$ cat config.mk
export PLATFORM = sky130hd
export DESIGN_NAME = dir_home_ctrl
export DESIGN_NICKNAME = d
export VERILOG_FILES = /design/src/rtl/dir_pkg.sv /design/src/rtl/dir_table.sv /design/src/rtl/dir_next.sv /design/src/rtl/dir_home_ctrl.sv
export SDC_FILE = /design/constraint.sdc
export NUM_CORES = 1
export LEC_CHECK = 0
export ABC_CLOCK_PERIOD_IN_PS = 5400
export BUFFER_PORTS_ARGS = -buffer_cell sky130_fd_sc_hd__buf_4
export CORE_ASPECT_RATIO = 0.8
export CORE_MARGIN = 4
export CORE_UTILIZATION = 53
export CTS_CLUSTER_SIZE = 25
export DETAILED_ROUTE_END_ITERATION = 10
export GPL_ROUTABILITY_DRIVEN = 0
export MAX_ROUTING_LAYER = met4
export PLACE_DENSITY = 0.8
export SLEW_MARGIN = 5
export SYNTH_ARGS = -nofsm -noshare
export SYNTH_HDL_FRONTEND = slang
export SYNTH_SLANG_ARGS = --single-unit
$ cat constraint.sdc
create_clock -name clk -period 5.4 [get_ports clk]
set_input_delay 0.54 -clock clk [delete_from_list [all_inputs] [get_ports clk]]
set_output_delay 0.54 -clock clk [all_outputs]
set_load 0.1 [all_outputs]
$ cat src/rtl/dir_pkg.sv
package dir_pkg;
   typedef enum logic [1:0] {
      DS_UNC = 2'd0,
      DS_SHR = 2'd1,
      DS_MOD = 2'd2
   } dstate_t;

   typedef enum logic [1:0] {
      RQ_RD   = 2'd0,
      RQ_WR   = 2'd1,
      RQ_WB   = 2'd2,
      RQ_NONE = 2'd3
   } rkind_t;
endpackage

$ cat src/rtl/dir_table.sv
module dir_table
   import dir_pkg::*;
#(
   parameter int N_BLOCKS = 8,
   parameter int N_NODES  = 4,
   localparam int BLK_W   = $clog2(N_BLOCKS)
) (
   input  logic               clk,
   input  logic               rst_n,
   input  logic               we,
   input  logic [BLK_W-1:0]   wr_idx,
   input  dstate_t            wr_state,
   input  logic [N_NODES-1:0] wr_sh,
   input  logic [BLK_W-1:0]   rd_idx,
   output dstate_t            rd_state,
   output logic [N_NODES-1:0] rd_sh,
   input  logic [BLK_W-1:0]   q_idx,
   output dstate_t            q_state,
   output logic [N_NODES-1:0] q_sh
);
   dstate_t            st_q [N_BLOCKS];
   logic [N_NODES-1:0] sh_q [N_BLOCKS];

   for (genvar e = 0; e < N_BLOCKS; e++) begin : g_entry
      always_ff @(posedge clk) begin
         if (!rst_n) begin
            st_q[e] <= DS_UNC;
            sh_q[e] <= '0;
         end else if (we && (wr_idx == BLK_W'(e))) begin
            st_q[e] <= wr_state;
            sh_q[e] <= wr_sh;
         end
      end

      AST_ENTRY_LEGAL: assert property (@(posedge clk) disable iff (!rst_n)
         st_q[e] != dstate_t'(2'd3));
      AST_ENTRY_MOD_ONE: assert property (@(posedge clk) disable iff (!rst_n)
         (st_q[e] == DS_MOD) |-> ($countones(sh_q[e]) == 1));
      AST_ENTRY_UNC_EMPTY: assert property (@(posedge clk) disable iff (!rst_n)
         (st_q[e] == DS_UNC) |-> (sh_q[e] == '0));
   end

   assign rd_state = st_q[rd_idx];
   assign rd_sh    = sh_q[rd_idx];
   assign q_state  = st_q[q_idx];
   assign q_sh     = sh_q[q_idx];
endmodule

$ cat src/rtl/dir_next.sv
module dir_next
   import dir_pkg::*;
#(
   parameter int N_NODES = 4,
   localparam int NODE_W = $clog2(N_NODES)
) (
   input  rkind_t             kind,
   input  logic [NODE_W-1:0]  node,
   input  dstate_t            cur_state,
   input  logic [N_NODES-1:0] cur_sh,
   output logic               upd,
   output dstate_t            nxt_state,
   output logic [N_NODES-1:0] nxt_sh,
   output logic               do_reply,
   output logic [N_NODES-1:0] inv_mask,
   output logic               do_fetch,
   output logic [NODE_W-1:0]  fetch_node,
   output logic               do_memwr
);
   logic [N_NODES-1:0] req_bit;
   logic [NODE_W-1:0]  owner;
   logic               req_owns;

   assign req_bit  = N_NODES'(1) << node;
   assign req_owns = (cur_sh == req_bit);

   always_comb begin
      owner = '0;
      for (int i = 0; i < N_NODES; i++)
         if (cur_sh[i]) owner = NODE_W'(i);
   end

   always_comb begin
      upd        = 1'b0;
      nxt_state  = cur_state;
      nxt_sh     = cur_sh;
      do_reply   = 1'b0;
      inv_mask   = '0;
      do_fetch   = 1'b0;
      fetch_node = owner;
      do_memwr   = 1'b0;
      unique case (kind)
         RQ_RD: begin
            do_reply = 1'b1;
            if (cur_state != DS_MOD || !req_owns) begin
               upd       = 1'b1;
               nxt_state = DS_SHR;
               nxt_sh    = cur_sh | req_bit;
               if (cur_state == DS_MOD) begin
                  do_fetch = 1'b1;
                  do_memwr = 1'b1;
               end
            end
         end
         RQ_WR: begin
            do_reply = 1'b1;
            if (cur_state != DS_MOD || !req_owns) begin
               upd       = 1'b1;
               nxt_state = DS_MOD;
               nxt_sh    = req_bit;
               inv_mask  = cur_sh & ~req_bit;
               if (cur_state == DS_MOD) begin
                  do_fetch = 1'b1;
                  do_memwr = 1'b1;
               end
            end
         end
         RQ_WB: begin
            if (cur_state == DS_MOD && req_owns) begin
               upd       = 1'b1;
               nxt_state = DS_UNC;
               nxt_sh    = '0;
               do_memwr  = 1'b1;
            end
         end
         default: ;
      endcase
   end
endmodule

$ cat src/rtl/dir_home_ctrl.sv
module dir_home_ctrl
   import dir_pkg::*;
#(
   parameter int N_NODES  = 4,
   parameter int N_BLOCKS = 8,
   localparam int NODE_W  = $clog2(N_NODES),
   localparam int BLK_W   = $clog2(N_BLOCKS)
) (
   input  logic               clk,
   input  logic               rst_n,
   input  logic               req_valid,
   input  logic [1:0]         req_kind,
   input  logic [NODE_W-1:0]  req_node,
   input  logic [BLK_W-1:0]   req_block,
   output logic               rsp_valid,
   output logic [NODE_W-1:0]  rsp_node,
   output logic [BLK_W-1:0]   msg_block,
   output logic               inv_valid,
   output logic [N_NODES-1:0] inv_mask,
   output logic               fetch_valid,
   output logic [NODE_W-1:0]  fetch_node,
   output logic               mem_upd_valid,
   input  logic [BLK_W-1:0]   qry_block,
   output logic [1:0]         qry_state,
   output logic [N_NODES-1:0] qry_sharers
);
   if (N_NODES < 2 || N_NODES > 32 || (1 << NODE_W) != N_NODES) begin : g_bad_nodes
      $error("dir_home_ctrl: N_NODES must be a power of two in 2..32");
   end
   if (N_BLOCKS < 2 || N_BLOCKS > 1024 || (1 << BLK_W) != N_BLOCKS) begin : g_bad_blocks
      $error("dir_home_ctrl: N_BLOCKS must be a power of two in 2..1024");
   end

   dstate_t            cur_state, nxt_state, q_state;
   logic [N_NODES-1:0] cur_sh, nxt_sh, n_inv;
   logic               n_upd, n_reply, n_fetch, n_memwr;
   logic [NODE_W-1:0]  n_fnode;

   dir_table #(.N_BLOCKS(N_BLOCKS), .N_NODES(N_NODES)) u_table (
      .clk      (clk),
      .rst_n    (rst_n),
      .we       (req_valid && n_upd),
      .wr_idx   (req_block),
      .wr_state (nxt_state),
      .wr_sh    (nxt_sh),
      .rd_idx   (req_block),
      .rd_state (cur_state),
      .rd_sh    (cur_sh),
      .q_idx    (qry_block),
      .q_state  (q_state),
      .q_sh     (qry_sharers)
   );

   dir_next #(.N_NODES(N_NODES)) u_next (
      .kind       (rkind_t'(req_kind)),
      .node       (req_node),
      .cur_state  (cur_state),
      .cur_sh     (cur_sh),
      .upd        (n_upd),
      .nxt_state  (nxt_state),
      .nxt_sh     (nxt_sh),
      .do_reply   (n_reply),
      .inv_mask   (n_inv),
      .do_fetch   (n_fetch),
      .fetch_node (n_fnode),
      .do_memwr   (n_memwr)
   );

   assign qry_state = q_state;

   always_ff @(posedge clk) begin
      if (!rst_n) begin
         rsp_valid     <= 1'b0;
         rsp_node      <= '0;
         msg_block     <= '0;
         inv_valid     <= 1'b0;
         inv_mask      <= '0;
         fetch_valid   <= 1'b0;
         fetch_node    <= '0;
         mem_upd_valid <= 1'b0;
      end else begin
         rsp_valid     <= req_valid && n_reply;
         rsp_node      <= req_node;
         msg_block     <= req_block;
         inv_valid     <= req_valid && (n_inv != '0);
         inv_mask      <= req_valid ? n_inv : '0;
         fetch_valid   <= req_valid && n_fetch;
         fetch_node    <= n_fnode;
         mem_upd_valid <= req_valid && n_memwr;
      end
   end

   AST_INV_SKIPS_REQ: assert property (@(posedge clk) disable iff (!rst_n)
      inv_valid |-> (rsp_valid && !inv_mask[rsp_node]));
   AST_WB_NO_REPLY: assert property (@(posedge clk) disable iff (!rst_n)
      (req_valid && req_kind == 2'd2) |=> !rsp_valid);
   AST_NOP_SILENT: assert property (@(posedge clk) disable iff (!rst_n)
      (req_valid && req_kind == 2'd3) |=> !(rsp_valid || inv_valid || fetch_valid || mem_upd_valid));
   AST_FETCH_HAS_UPD: assert property (@(posedge clk) disable iff (!rst_n)
      fetch_valid |-> (mem_upd_valid && rsp_valid && fetch_node != rsp_node));
   AST_MOD_SINGLE: assert property (@(posedge clk) disable iff (!rst_n)
      (cur_state == DS_MOD) |-> ($countones(cur_sh) == 1));
endmodule

==> tab_implementation.tex, run 1 <==
\begin{tabular}{lr}
\hline
Metric & Value \\
\hline
\multicolumn{2}{l}{\textbf{Outcome}} \\
\quad Outcome & finished, final reports clean \\
\multicolumn{2}{l}{\textbf{Timing}} \\
\quad FMAX & $\sim$230 MHz \\
\quad Hold Violations, Final & 0 \\
\quad Crit path time final & between 4 and 5 ns \\
\quad Total setup violations reported at the end of the flow & 0 \\
\quad Crit path setup slack, layout & about 1.1 ns \\
\quad Final Max Slew Viols & 0 \\
\quad Final setup skew & just over 0.007 ns \\
\quad Unrepaired setup endpoints after global routing & false \\
\quad Headroom to the max-slew limit & about two fifths \\
\quad Tightest Pin Transition & approximately 0.87 ns \\
\quad Worst hold slack across all endpoints & around 0.46 ns \\
\quad Aggregate negative setup slack & 0 ns \\
\quad Crit share post-route & 79.52\% \\
\multicolumn{2}{l}{\textbf{Global route}} \\
\quad Pin count of the biggest net entering global routing & 21 \\
\quad M1 GR Usage & between 30\% and 40\% \\
\quad Global Route met3 Usage & between 10\% and 20\% \\
\quad Met2 layer usage reported by global route & 33.04\% \\
\quad Peak-usage layer in the global routing report & met2 \\
\quad Final global-route overflow total & 0 \\
\quad Tot GR Track Use & about a quarter \\
\quad Vias in the first global route & around 2400 \\
\quad Global-route wire length before repair & 13460 um \\
\quad Number of antenna violations at the first check in global routing & 0 \\
\multicolumn{2}{l}{\textbf{Power and ir drop}} \\
\quad Static power due to leakage & around 0.0015 uW \\
\quad Clock group share of total power & 34.5\% \\
\quad Switching power & a little under 400 uW \\
\quad Combinational Power Share & 21.1\% \\
\quad Internal & approximately 900 uW \\
\quad Fraction of power consumed by sequential logic & around 44\% \\
\quad Worst ir drop on vdd & $\sim$170 uV \\
\quad Total power consumption of the routed design & 1268 uW \\
\quad Switching share of power & a little under a third \\
\quad Pwr Density & between 300 and 400 mW/mm\^{}2 \\
\multicolumn{2}{l}{\textbf{Logic synthesis}} \\
\quad Ys Warns & 0 \\
\quad Number of nets in the synthesized netlist & 305 \\
\quad Most frequently used flop master after synthesis & edfxtp\_1 \\
\quad Asr flop ratio synth & 0\% \\
\quad Synthesized instance count & roughly 280 \\
\quad Avg Inst Size Synth & between 10 and 15 sq um \\
\quad Post-Syn Area & 0.003535 sq mm \\
\quad Number of synthesized flops with an enable pin & 48 \\
\quad Seq/Total Area, Yosys & approximately half \\
\quad Number of synthesized register bits & 63 \\
\quad Unique cell type count in the Yosys netlist & 49 \\
\multicolumn{2}{l}{\textbf{Drt}} \\
\quad Antenna violation net count after detailed routing & 0 \\
\quad Initial drt markers & between 200 and 250 \\
\quad Via count normalized by instance count & about 6.3 \\
\quad Residual DRC & 0 \\
\quad Routed WL & $\sim$8500 um \\
\quad Initial DRT Pass Iterations & 5 \\
\quad Avg WL per Cell & 21.51 um \\
\quad Via count & between 2000 and 3000 \\
\multicolumn{2}{l}{\textbf{Floorplan}} \\
\quad Die Span Y & about 80 um \\
\quad Boundary pin count & 34 \\
\quad CORE AREA & 0.006441 sq mm \\
\quad Die Outline Area & around 0.008 sq mm \\
\quad Row count & 26 \\
\quad Effective utilization at floorplan & between 50\% and 60\% \\
\quad DIE WIDTH & roughly 99 um \\
\multicolumn{2}{l}{\textbf{Clocking}} \\
\quad Number of clock sinks seen by CTS & 63 \\
\quad Clock latency reported for the late side of the worst-skew pair & 0.34 ns \\
\quad Maximum root-to-sink buffer count & 2 \\
\quad Hold\_buf cts & 0 \\
\quad TritonCTS clock tree & done \\
\quad Root cell of the clock tree & clkbuf\_8 \\
\quad Setup bufs post-CTS & 0 \\
\quad Clock buffer count from CTS & 9 \\
\quad Cts repair resizes & 0 \\
\quad CTS clk-pin slew, worst paths & 0.07 ns \\
\quad CTS H-tree depth & 3 \\
\multicolumn{2}{l}{\textbf{Placed design}} \\
\quad Buffers on Ports & 33 \\
\quad Dpl hpwl & around 6200 um \\
\quad Setup Slack @ Placement & between 0.8 and 0.9 ns \\
\multicolumn{2}{l}{\textbf{Final layout}} \\
\quad Number of antenna cells inserted & 0 \\
\quad Net count of the finished layout & roughly 330 \\
\quad Fraction of the core area covered by cells at the end of the flow & roughly 62\% \\
\quad Count of fill cells added during filler insertion & 500 \\
\quad Commonest non-fill, non-tap cells in the layout & edfxtp\_1 (48), buf\_4 (34), nor2\_1 (25) \\
\quad Fraction of final layout cells sized beyond drive strength 1 & roughly 31\% \\
\quad Layout area overhead & 13.20\% \\
\quad Most common cell after layout, fill and taps aside & edfxtp\_1 \\
\multicolumn{2}{l}{\textbf{Setup path}} \\
\quad Top Family by Delay on Critical Path & multiplexers \\
\quad Startpoint type of the worst setup path & primary input \\
\quad Slowest cell delay on critical path & approximately 0.67 ns \\
\quad Required time reported for the critical path endpoint & between 5 and 6 ns \\
\quad Critical Path End Type & flop \\
\quad Flop-to-flop setup slack & 1.20 ns \\
\quad Bufs and invs on worst path & 1 \\
\quad CP max-delay cell & or4\_1 \\
\quad WP data arrival & roughly 4.3 ns \\
\quad Critical path class & primary input to flop \\
\quad Largest fanout of any net on the critical path & 18 \\
\quad Crit. path cell count & 9 \\
\quad Number of cells on the worst reg-to-reg path & 8 \\
\quad Series of cell instances along the critical path & buf\_4 -> mux4\_2 -> mux2i\_1 -> ha\_1 -> or4\_1 -> a211oi\_4 -> mux2i\_4 -> a21boi\_2 -> a21oi\_1 \\
\multicolumn{2}{l}{\textbf{Job}} \\
\quad Maxcap violations & 0 \\
\multicolumn{2}{l}{\textbf{Min path}} \\
\quad Worst hold stages & 2 \\
\quad Min-Delay Path Class & primary input to flop \\
\hline
\end{tabular}
## worst register-to-register path, cell delays in order (launching register included)
cell and delay, ns:
edfxtp_1 0.43, mux4_2 0.47, mux2i_1 0.33, ha_1 0.30, or4_1 0.68, a211oi_4 0.53, mux2i_4 0.45, a21boi_2 0.15
a21oi_1 0.49
## power groups by stage
stage | sequential (uW) | combinational, uW | clock [uW]
finish | 563 | 268 | 437
global route | 564 | 284 | 471
CTS | 562 | 267 | 444
detailed placement | 572 | 265 | 0
global placement | 572 | 263 | 0
floorplan | 599 | 171 | 0
## layout make-up
cell class	instances	area, sq um	share of cell area (%)
Multi-Input combinational cell	192	1658	41.43
Clock buffer	9	123.9	3.096
Inverter	8	30.03	0.7505
Clock inverter	7	87.58	2.189
Timing Repair Buffer	34	255.2	6.379
Tap cell	84	105.1	2.627
Sequential cell	63	1742	43.53
## final timing paths
kind / to / startpoint
worst max register to register: u_table.st_q[1][1]$_SDFFCE_PN0P_ / u_table.sh_q[2][0]$_SDFFCE_PN0P_
worst min-delay path: rsp_node[1]$_SDFF_PN0_ / req_node[1]
worst min register to register: fetch_node[1]$_SDFF_PN0_ / u_table.sh_q[5][2]$_SDFFCE_PN0P_
worst max-delay path: u_table.st_q[1][1]$_SDFFCE_PN0P_ / req_block[0]
## routing by layer
layer / part of all wire [%] / vias to the layer above / routed length, um
li1: - / 1115 / -
met1: 40 / 1228 / 3437
met2: 44 / 144 / 3783
met3: 14 / 22 / 1163
met4: 1.8 / 0 / 156
met5: 0 / - / 0
## flip-flops by register name, indices dropped and copies added, names as in the netlist
name	flops
inv_valid	1
fetch_valid	1
rsp_node	2
rsp_valid	1
u_table.sh_q	32
fetch_node	2
u_table.st_q	16
mem_upd_valid	1
msg_block	3
inv_mask	4
## through the flow
step | instances | area, sq um
finish | 397 | 4001
global route | 397 | 4001
detailed placement | 381 | 3790
CTS | 397 | 4001
global placement | 381 | 3790
floorplan | 284 | 3535
## cells in the mapped netlist (8+ instances only)
cell,instances,share of area [%]
edfxtp_1,48,41
and2_1,8,1.4
nor3_2,11,3.1
dfxtp_1,15,8.5
nor2_1,25,2.7
mux4_2,21,13
nand2_1,23,2.4
nor3_1,14,2.0
a21oi_1,11,1.6
mux2i_1,12,3.4
ha_1,8,2.8
clkbuf_1,9,0.96
## logic make-up after synthesis
group	count (synthesis)	share of synthesized area, %
muxes	42	20.04
DFF	63	49.27
buffers and inverters	29	3.823
AOI/OAI and AO/OA	30	6.230
and+or+nand+nor	112	17.81
adders and majority gates	8	2.832
Note: power is estimated with default switching activity, not from simulation.
==> run 2: changes to the inputs <==
- ABC_CLOCK_PERIOD_IN_PS: 5400 -> 4100
- clock period: 5.4 -> 4.1 ns (I/O delays scaled with it)
==> run 2 against run 1 <==
Utilization rose by 0.82 points; sequential cell count is the same; register-to-register slack got worse by 0.92 ns; largest cell class unchanged; sequential power rose by 31%; final cell count rose by 3.3%; critical endpoint is now u_table.sh_q[5][0]$_SDFFCE_PN0P_; first-iteration DRC count decreased by 18%; largest power group unchanged; highest routed layer unchanged; clock-buffer cell count rose by 2.
==> tab_implementation.tex, run 2 (same netlist as run 1, synthesis figures left out) <==
\begin{tabular}{lr}
\hline
Metric & Value \\
\hline
\multicolumn{2}{l}{\textbf{Timing}} \\
\quad Crit path setup slack, layout & 0.2797 ns (-0.8260 ns) \\
\quad Tightest Pin Transition & 0.7243 ns (-0.1494 ns) \\
\quad Crit path time final & between 3 and 4 ns \\
\quad Total setup violations reported at the end of the flow & 0 (unchanged) \\
\quad Worst hold slack across all endpoints & 0.2965 ns (-0.1602 ns) \\
\quad Final Max Slew Viols & 0 (unchanged) \\
\quad Unrepaired setup endpoints after global routing & false \\
\quad Headroom to the max-slew limit & 51.71\% (+12 points) \\
\quad Aggregate negative setup slack & 0 ns (unchanged) \\
\quad Final setup skew & 0.01231 ns (+0.005156 ns) \\
\quad FMAX & 261.8 MHz \\
\quad Crit share post-route & approximately 93\% \\
\quad Hold Violations, Final & 0 (unchanged) \\
\multicolumn{2}{l}{\textbf{Drt}} \\
\quad Initial DRT Pass Iterations & 5 (unchanged) \\
\quad Via count & 2515 (+0.24\%) \\
\quad Avg WL per Cell & 20.55 um (-4.5\%) \\
\quad Antenna violation net count after detailed routing & 0 (unchanged) \\
\quad Residual DRC & 0 (unchanged) \\
\quad Routed WL & 8426 um (-1.3\%) \\
\quad Via count normalized by instance count & 6.134 (-2.9\%) \\
\quad Initial drt markers & 179 (-18\%) \\
\multicolumn{2}{l}{\textbf{Min path}} \\
\quad Min-Delay Path Class & primary input to flop \\
\multicolumn{2}{l}{\textbf{Power and ir drop}} \\
\quad Total power consumption of the routed design & 1567 uW (+24\%) \\
\quad Pwr Density & 386.5 mW/mm\^{}2 (+22\%) \\
\quad Worst ir drop on vdd & 235.2 uV (+39\%) \\
\quad Static power due to leakage & 0.001513 uW (+3.2\%) \\
\multicolumn{2}{l}{\textbf{Final layout}} \\
\quad Commonest non-fill, non-tap cells in the layout & edfxtp\_1 (48), buf\_4 (47), nor2\_1 (25) \\
\quad Layout area overhead & 14.69\% \\
\quad Flip-flop count of the largest register, all copies and words added & 32 (unchanged) \\
\quad Fraction of final layout cells sized beyond drive strength 1 & 34.36\% (+3.0 points) \\
\quad Largest register by flop count & u\_table.sh\_q \\
\quad Number of antenna cells inserted & 0 (unchanged) \\
\quad Count of fill cells added during filler insertion & 519 (+3.8\%) \\
\quad Most common cell after layout, fill and taps aside & edfxtp\_1 \\
\quad Net count of the finished layout & 342 (+4.0\%) \\
\quad Footprint of the multi-input gates & 0.001658 sq mm (unchanged) \\
\quad Registers with the highest flip-flop counts & u\_table.sh\_q: 32 flops, u\_table.st\_q: 16 flops, inv\_mask: 4 flops \\
\quad Non-filler cells, final & 410 (+3.3\%) \\
\quad Seq. cell area & 0.001742 sq mm (unchanged) \\
\multicolumn{2}{l}{\textbf{Setup path}} \\
\quad Startpoint type of the worst setup path & flop \\
\quad Critical path class & flop to flop \\
\quad Critical Path End Type & flop \\
\quad Largest fanout of any net on the critical path & 6 (-12) \\
\quad Required time reported for the critical path endpoint & 4.17 ns (-1.21 ns) \\
\quad WP data arrival & 3.89 ns (-0.39 ns) \\
\quad Series of cell instances along the critical path & mux4\_2 -> mux2i\_1 -> ha\_1 -> or4\_1 -> a211oi\_4 -> mux2i\_4 -> a21boi\_2 -> a21oi\_1 -> buf\_4 \\
\quad CP max-delay cell & or4\_1 \\
\quad Slowest cell delay on critical path & 0.69 ns (+0.02 ns) \\
\multicolumn{2}{l}{\textbf{Clocking}} \\
\quad Clock latency reported for the late side of the worst-skew pair & 0.36 ns (+0.02 ns) \\
\quad Maximum root-to-sink buffer count & 2 (unchanged) \\
\quad Setup bufs post-CTS & 0 (unchanged) \\
\quad CTS H-tree depth & 3 (unchanged) \\
\quad CTS clk-pin slew, worst paths & 0.07 ns (about the same) \\
\quad Number of clock sinks seen by CTS & 63 (unchanged) \\
\quad TritonCTS clock tree & done \\
\quad Root cell of the clock tree & clkbuf\_8 \\
\quad Cts repair resizes & 0 (unchanged) \\
\quad Hold\_buf cts & 0 (unchanged) \\
\quad Clock buffer count from CTS & 9 (unchanged) \\
\multicolumn{2}{l}{\textbf{Floorplan}} \\
\quad Row count & 26 (unchanged) \\
\quad Effective utilization at floorplan & 54.88\% (unchanged) \\
\quad Die Span Y & 81.04 um (unchanged) \\
\quad Die Outline Area & 0.008048 sq mm (unchanged) \\
\quad Boundary pin count & 34 (unchanged) \\
\quad DIE WIDTH & 99.31 um (unchanged) \\
\quad CORE AREA & 0.006441 sq mm (unchanged) \\
\multicolumn{2}{l}{\textbf{Placed design}} \\
\quad Buffers on Ports & 33 (unchanged) \\
\quad Cells after DPL & 394 (+3.4\%) \\
\quad Dpl hpwl & 6092 um (-1.8\%) \\
\quad Setup Slack @ Placement & 0.01890 ns (-0.8000 ns) \\
\multicolumn{2}{l}{\textbf{Global route}} \\
\quad Vias in the first global route & 2585 (+6.2\%) \\
\quad Pin count of the biggest net entering global routing & 21 (unchanged) \\
\quad Tot GR Track Use & 23.47\% (-0.085 points) \\
\quad Number of antenna violations at the first check in global routing & 0 (unchanged) \\
\quad Final global-route overflow total & 0 (unchanged) \\
\quad Global-route wire length before repair & 13540 um (+0.61\%) \\
\multicolumn{2}{l}{\textbf{Outcome}} \\
\quad Outcome & finished, final reports clean \\
\multicolumn{2}{l}{\textbf{Job}} \\
\quad Maxcap violations & 0 (unchanged) \\
\hline
\end{tabular}
[run 2: path summary, 6_finish.rpt]
check	startpoint	end	slack [ns]	cells after the start
setup / recovery	u_table.sh_q[3][0]$_SDFFCE_PN0P_	u_table.sh_q[5][0]$_SDFFCE_PN0P_	0.28	9
hold / removal	req_node[1]	rsp_node[1]$_SDFF_PN0_	0.30	2
setup reg to reg	u_table.sh_q[3][0]$_SDFFCE_PN0P_	u_table.sh_q[5][0]$_SDFFCE_PN0P_	0.28	9
hold reg to reg	u_table.sh_q[6][2]$_SDFFCE_PN0P_	fetch_node[1]$_SDFF_PN0_	0.93	3
[run 2: area by class of cell]
| class | count | share of cell area (%) |
|---|---|---|
| Sequential cell | 63 | 42.96 |
| Multi-Input combinational cell | 192 | 40.90 |
| Timing Repair Buffer | 47 | 8.704 |
| Clock buffer | 11 | 3.241 |
| Tap cell | 84 | 2.593 |
| Clock inverter | 5 | 0.8642 |
| Inverter | 8 | 0.7407 |
[run 2: metrics by stage]
stage               utilization [%]  area, sq um
floorplan                         -         3535
global placement              60.35         3887
detailed placement            60.35         3887
CTS                           62.94         4054
global route                  62.94         4054
finish                        62.94         4054
[run 2: worst max-delay path: cells and delay by family (launching register included)]
family / cells / cell delay (ns)
simple gates: 1 / 0.69
buf+inv: 1 / 0.20
compound gates: 3 / 0.71
mux: 3 / 1.23
fa+ha+maj: 1 / 0.30
flops: 1 / 0.41
[run 2: layer usage]
| layer | GRT usage, % | wire length (um) |
|---|---|---|
| met1 | 29.38 | 3422 |
| met2 | 36.73 | 4053 |
| met3 | 6.609 | 795 |
| met4 | 8.868 | 154 |
| met5 | - | 0 |
[run 2: power by group]
group / switching (uW) / internal (uW)
combinational: 248 / 117
sequential: 15.7 / 719
clock: 247 / 219
==> run 3: changes to the inputs <==
- CORE_ASPECT_RATIO: 0.8 -> 0.9
==> run 3 against run 2 <==
Non-clock buffer count is 2 higher; sequential share of layout area shrank 0.42 points; highest routed layer unchanged; clock-buffer cell count decreased by 2; critical endpoint is now u_table.st_q[5][1]$_SDFFCE_PN0P_; first-iteration DRC count is 42% higher.
==> tab_implementation.tex, run 3 (same netlist as run 1, synthesis figures left out) <==
\begin{tabular}{lr}
\hline
Metric & Value \\
\hline
\multicolumn{2}{l}{\textbf{Outcome}} \\
\quad Outcome & finished, final reports clean \\
\multicolumn{2}{l}{\textbf{Floorplan}} \\
\quad CORE AREA & 0.006284 sq mm (-2.4\%) \\
\quad Row count & 27 (+3.8\%) \\
\quad Boundary pin count & 34 (unchanged) \\
\quad Effective utilization at floorplan & 56.25\% (+1.4 points) \\
\quad DIE WIDTH & 94.08 um (-5.3\%) \\
\quad Die Span Y & 85.48 um (+5.5\%) \\
\quad Die Outline Area & 0.008041 sq mm (about the same) \\
\multicolumn{2}{l}{\textbf{Clocking}} \\
\quad Clock buffer count from CTS & 9 (unchanged) \\
\quad CTS H-tree depth & 3 (unchanged) \\
\quad Root cell of the clock tree & clkbuf\_8 \\
\quad Setup bufs post-CTS & 0 (unchanged) \\
\quad TritonCTS clock tree & done \\
\quad Maximum root-to-sink buffer count & 2 (unchanged) \\
\quad Cts repair resizes & 0 (unchanged) \\
\quad CTS clk-pin slew, worst paths & 0.07 ns (about the same) \\
\quad Number of clock sinks seen by CTS & 63 (unchanged) \\
\quad Clock latency reported for the late side of the worst-skew pair & 0.34 ns (-0.02 ns) \\
\quad Hold\_buf cts & 0 (unchanged) \\
\multicolumn{2}{l}{\textbf{Timing}} \\
\quad Hold Violations, Final & 0 (unchanged) \\
\quad Crit path time final & 3.583 ns (-0.2374 ns) \\
\quad Final Max Slew Viols & 0 (unchanged) \\
\quad FMAX & 279.1 MHz (+6.6\%) \\
\quad Worst hold slack across all endpoints & 0.3174 ns (+0.02086 ns) \\
\quad Unrepaired setup endpoints after global routing & false \\
\quad Aggregate negative setup slack & 0 ns (unchanged) \\
\quad Final setup skew & 0.006739 ns (-0.005575 ns) \\
\quad Crit path setup slack, layout & 0.5171 ns (+0.2374 ns) \\
\quad Crit share post-route & 87.39\% (-5.8 points) \\
\quad Tightest Pin Transition & 0.6623 ns (-0.06208 ns) \\
\quad Headroom to the max-slew limit & 55.85\% (+4.1 points) \\
\quad Total setup violations reported at the end of the flow & 0 (unchanged) \\
\multicolumn{2}{l}{\textbf{Final layout}} \\
\quad Commonest non-fill, non-tap cells in the layout & buf\_4 (49), edfxtp\_1 (48), nor2\_1 (25) \\
\quad Count of fill cells added during filler insertion & 476 (-8.3\%) \\
\quad Fraction of the core area covered by cells at the end of the flow & 65.15\% (+2.2 points) \\
\quad Non-filler cells, final & 415 (+1.2\%) \\
\quad Most common cell after layout, fill and taps aside & buf\_4 \\
\quad Fraction of final layout cells sized beyond drive strength 1 & 35.06\% (+0.71 points) \\
\quad Number of antenna cells inserted & 0 (unchanged) \\
\quad Largest register by flop count & u\_table.sh\_q \\
\quad Registers with the highest flip-flop counts & u\_table.sh\_q: 32 flops, u\_table.st\_q: 16 flops, inv\_mask: 4 flops \\
\quad Flip-flop count of the largest register, all copies and words added & 32 (unchanged) \\
\quad Layout area overhead & 15.82\% \\
\quad Net count of the finished layout & 344 (+0.58\%) \\
\multicolumn{2}{l}{\textbf{Global route}} \\
\quad Final global-route overflow total & 0 (unchanged) \\
\quad Global-route wire length before repair & 12860 um (-5.0\%) \\
\quad Vias in the first global route & 2410 (-6.8\%) \\
\quad Number of antenna violations at the first check in global routing & 0 (unchanged) \\
\quad Tot GR Track Use & 22.30\% (-1.2 points) \\
\quad Pin count of the biggest net entering global routing & 21 (unchanged) \\
\multicolumn{2}{l}{\textbf{Drt}} \\
\quad Via count & 2478 (-1.5\%) \\
\quad Antenna violation net count after detailed routing & 0 (unchanged) \\
\quad Initial drt markers & 255 (+42\%) \\
\quad Via count normalized by instance count & 5.971 (-2.7\%) \\
\quad Initial DRT Pass Iterations & 5 (unchanged) \\
\quad Routed WL & 8087 um (-4.0\%) \\
\quad Avg WL per Cell & 19.49 um (-5.2\%) \\
\quad Residual DRC & 0 (unchanged) \\
\multicolumn{2}{l}{\textbf{Setup path}} \\
\quad Bufs and invs on worst path & 2 (+1) \\
\quad Required time reported for the critical path endpoint & 4.16 ns (about the same) \\
\quad WP data arrival & 3.65 ns (-0.24 ns) \\
\quad Critical Path End Type & flop \\
\quad Flop-to-flop setup slack & 0.52 ns (+0.24 ns) \\
\quad CP max-delay cell & or4\_1 \\
\quad Startpoint type of the worst setup path & primary input \\
\quad Series of cell instances along the critical path & buf\_4 -> mux4\_2 -> mux2i\_1 -> ha\_1 -> or4\_1 -> a211oi\_4 -> mux2i\_4 -> a21boi\_2 -> a21oi\_1 -> buf\_4 \\
\quad Critical path class & primary input to flop \\
\quad Largest fanout of any net on the critical path & 18 (+12) \\
\quad Most prevalent standard cell on the critical path & buf\_4 \\
\quad Top Family by Delay on Critical Path & multiplexers \\
\quad Slowest cell delay on critical path & 0.66 ns (-0.03 ns) \\
\multicolumn{2}{l}{\textbf{Power and ir drop}} \\
\quad Worst ir drop on vdd & 173.3 uV (-26\%) \\
\quad Pwr Density & 395.5 mW/mm\^{}2 (+2.3\%) \\
\quad Static power due to leakage & 0.001531 uW (+1.2\%) \\
\multicolumn{2}{l}{\textbf{Job}} \\
\quad Maxcap violations & 0 (unchanged) \\
\multicolumn{2}{l}{\textbf{Placed design}} \\
\quad Buffers on Ports & 33 (unchanged) \\
\quad Dpl hpwl & 5845 um (-4.1\%) \\
\quad Setup Slack @ Placement & 0.1769 ns (+0.1580 ns) \\
\quad Cells after DPL & 399 (+1.3\%) \\
\multicolumn{2}{l}{\textbf{Min path}} \\
\quad Min-Delay Path Class & primary input to flop \\
\hline
\end{tabular}
## run 3: worst paths after layout
kind / startpoint / end / depth (start not counted)
max: req_block[0] / u_table.st_q[5][1]$_SDFFCE_PN0P_ / 10
min reg2reg: u_table.sh_q[6][2]$_SDFFCE_PN0P_ / fetch_node[1]$_SDFF_PN0_ / 3
min: req_node[1] / rsp_node[1]$_SDFF_PN0_ / 2
max reg2reg: u_table.sh_q[3][1]$_SDFFCE_PN0P_ / u_table.st_q[5][1]$_SDFFCE_PN0P_ / 9
## run 3: final cells by class
type                    instances  area, sq um  share of cell area [%]
clock buffers                   9        123.9                   3.026
clock inverters                 7        63.81                   1.559
inverters                       8        30.03                  0.7335
multi-input cells             192         1658                   40.50
flip-flops and latches         63         1742                   42.54
well taps                      87        108.9                   2.659
repair buffers                 49        367.9                   8.985
## run 3: per-stage QoR
stage | instance area (sq um) | total power, uW
after floorplan | 3535 | 1015
after global placement | 3906 | 1108
after detailed placement | 3906 | 1115
after CTS | 4094 | 1628
after global routing | 4094 | 1686
final | 4094 | 1619
## run 3: report_power, final
group	switching (uW)	total (uW)	internal, uW	leakage (uW)
clock network	243	518	275	0.0000924
logic	247	367	120	0.000843
registers	15.2	735	719	0.000595
## run 3: worst reg2reg max path, stage by stage (launching register included)
cell	delay [ns]
edfxtp_1	0.40
mux4_2	0.51
mux2i_1	0.24
ha_1	0.28
or4_1	0.66
a211oi_4	0.30
mux2i_4	0.38
a21boi_2	0.12
a21oi_1	0.23
buf_4	0.19
## run 3: layer usage
| layer | share of wire, % | GRT usage, % |
|---|---|---|
| met5 | 0 | - |
| met4 | 1.9 | 9.974 |
| met3 | 8.0 | 4.787 |
| met2 | 48 | 33.40 |
| met1 | 42 | 29.19 |
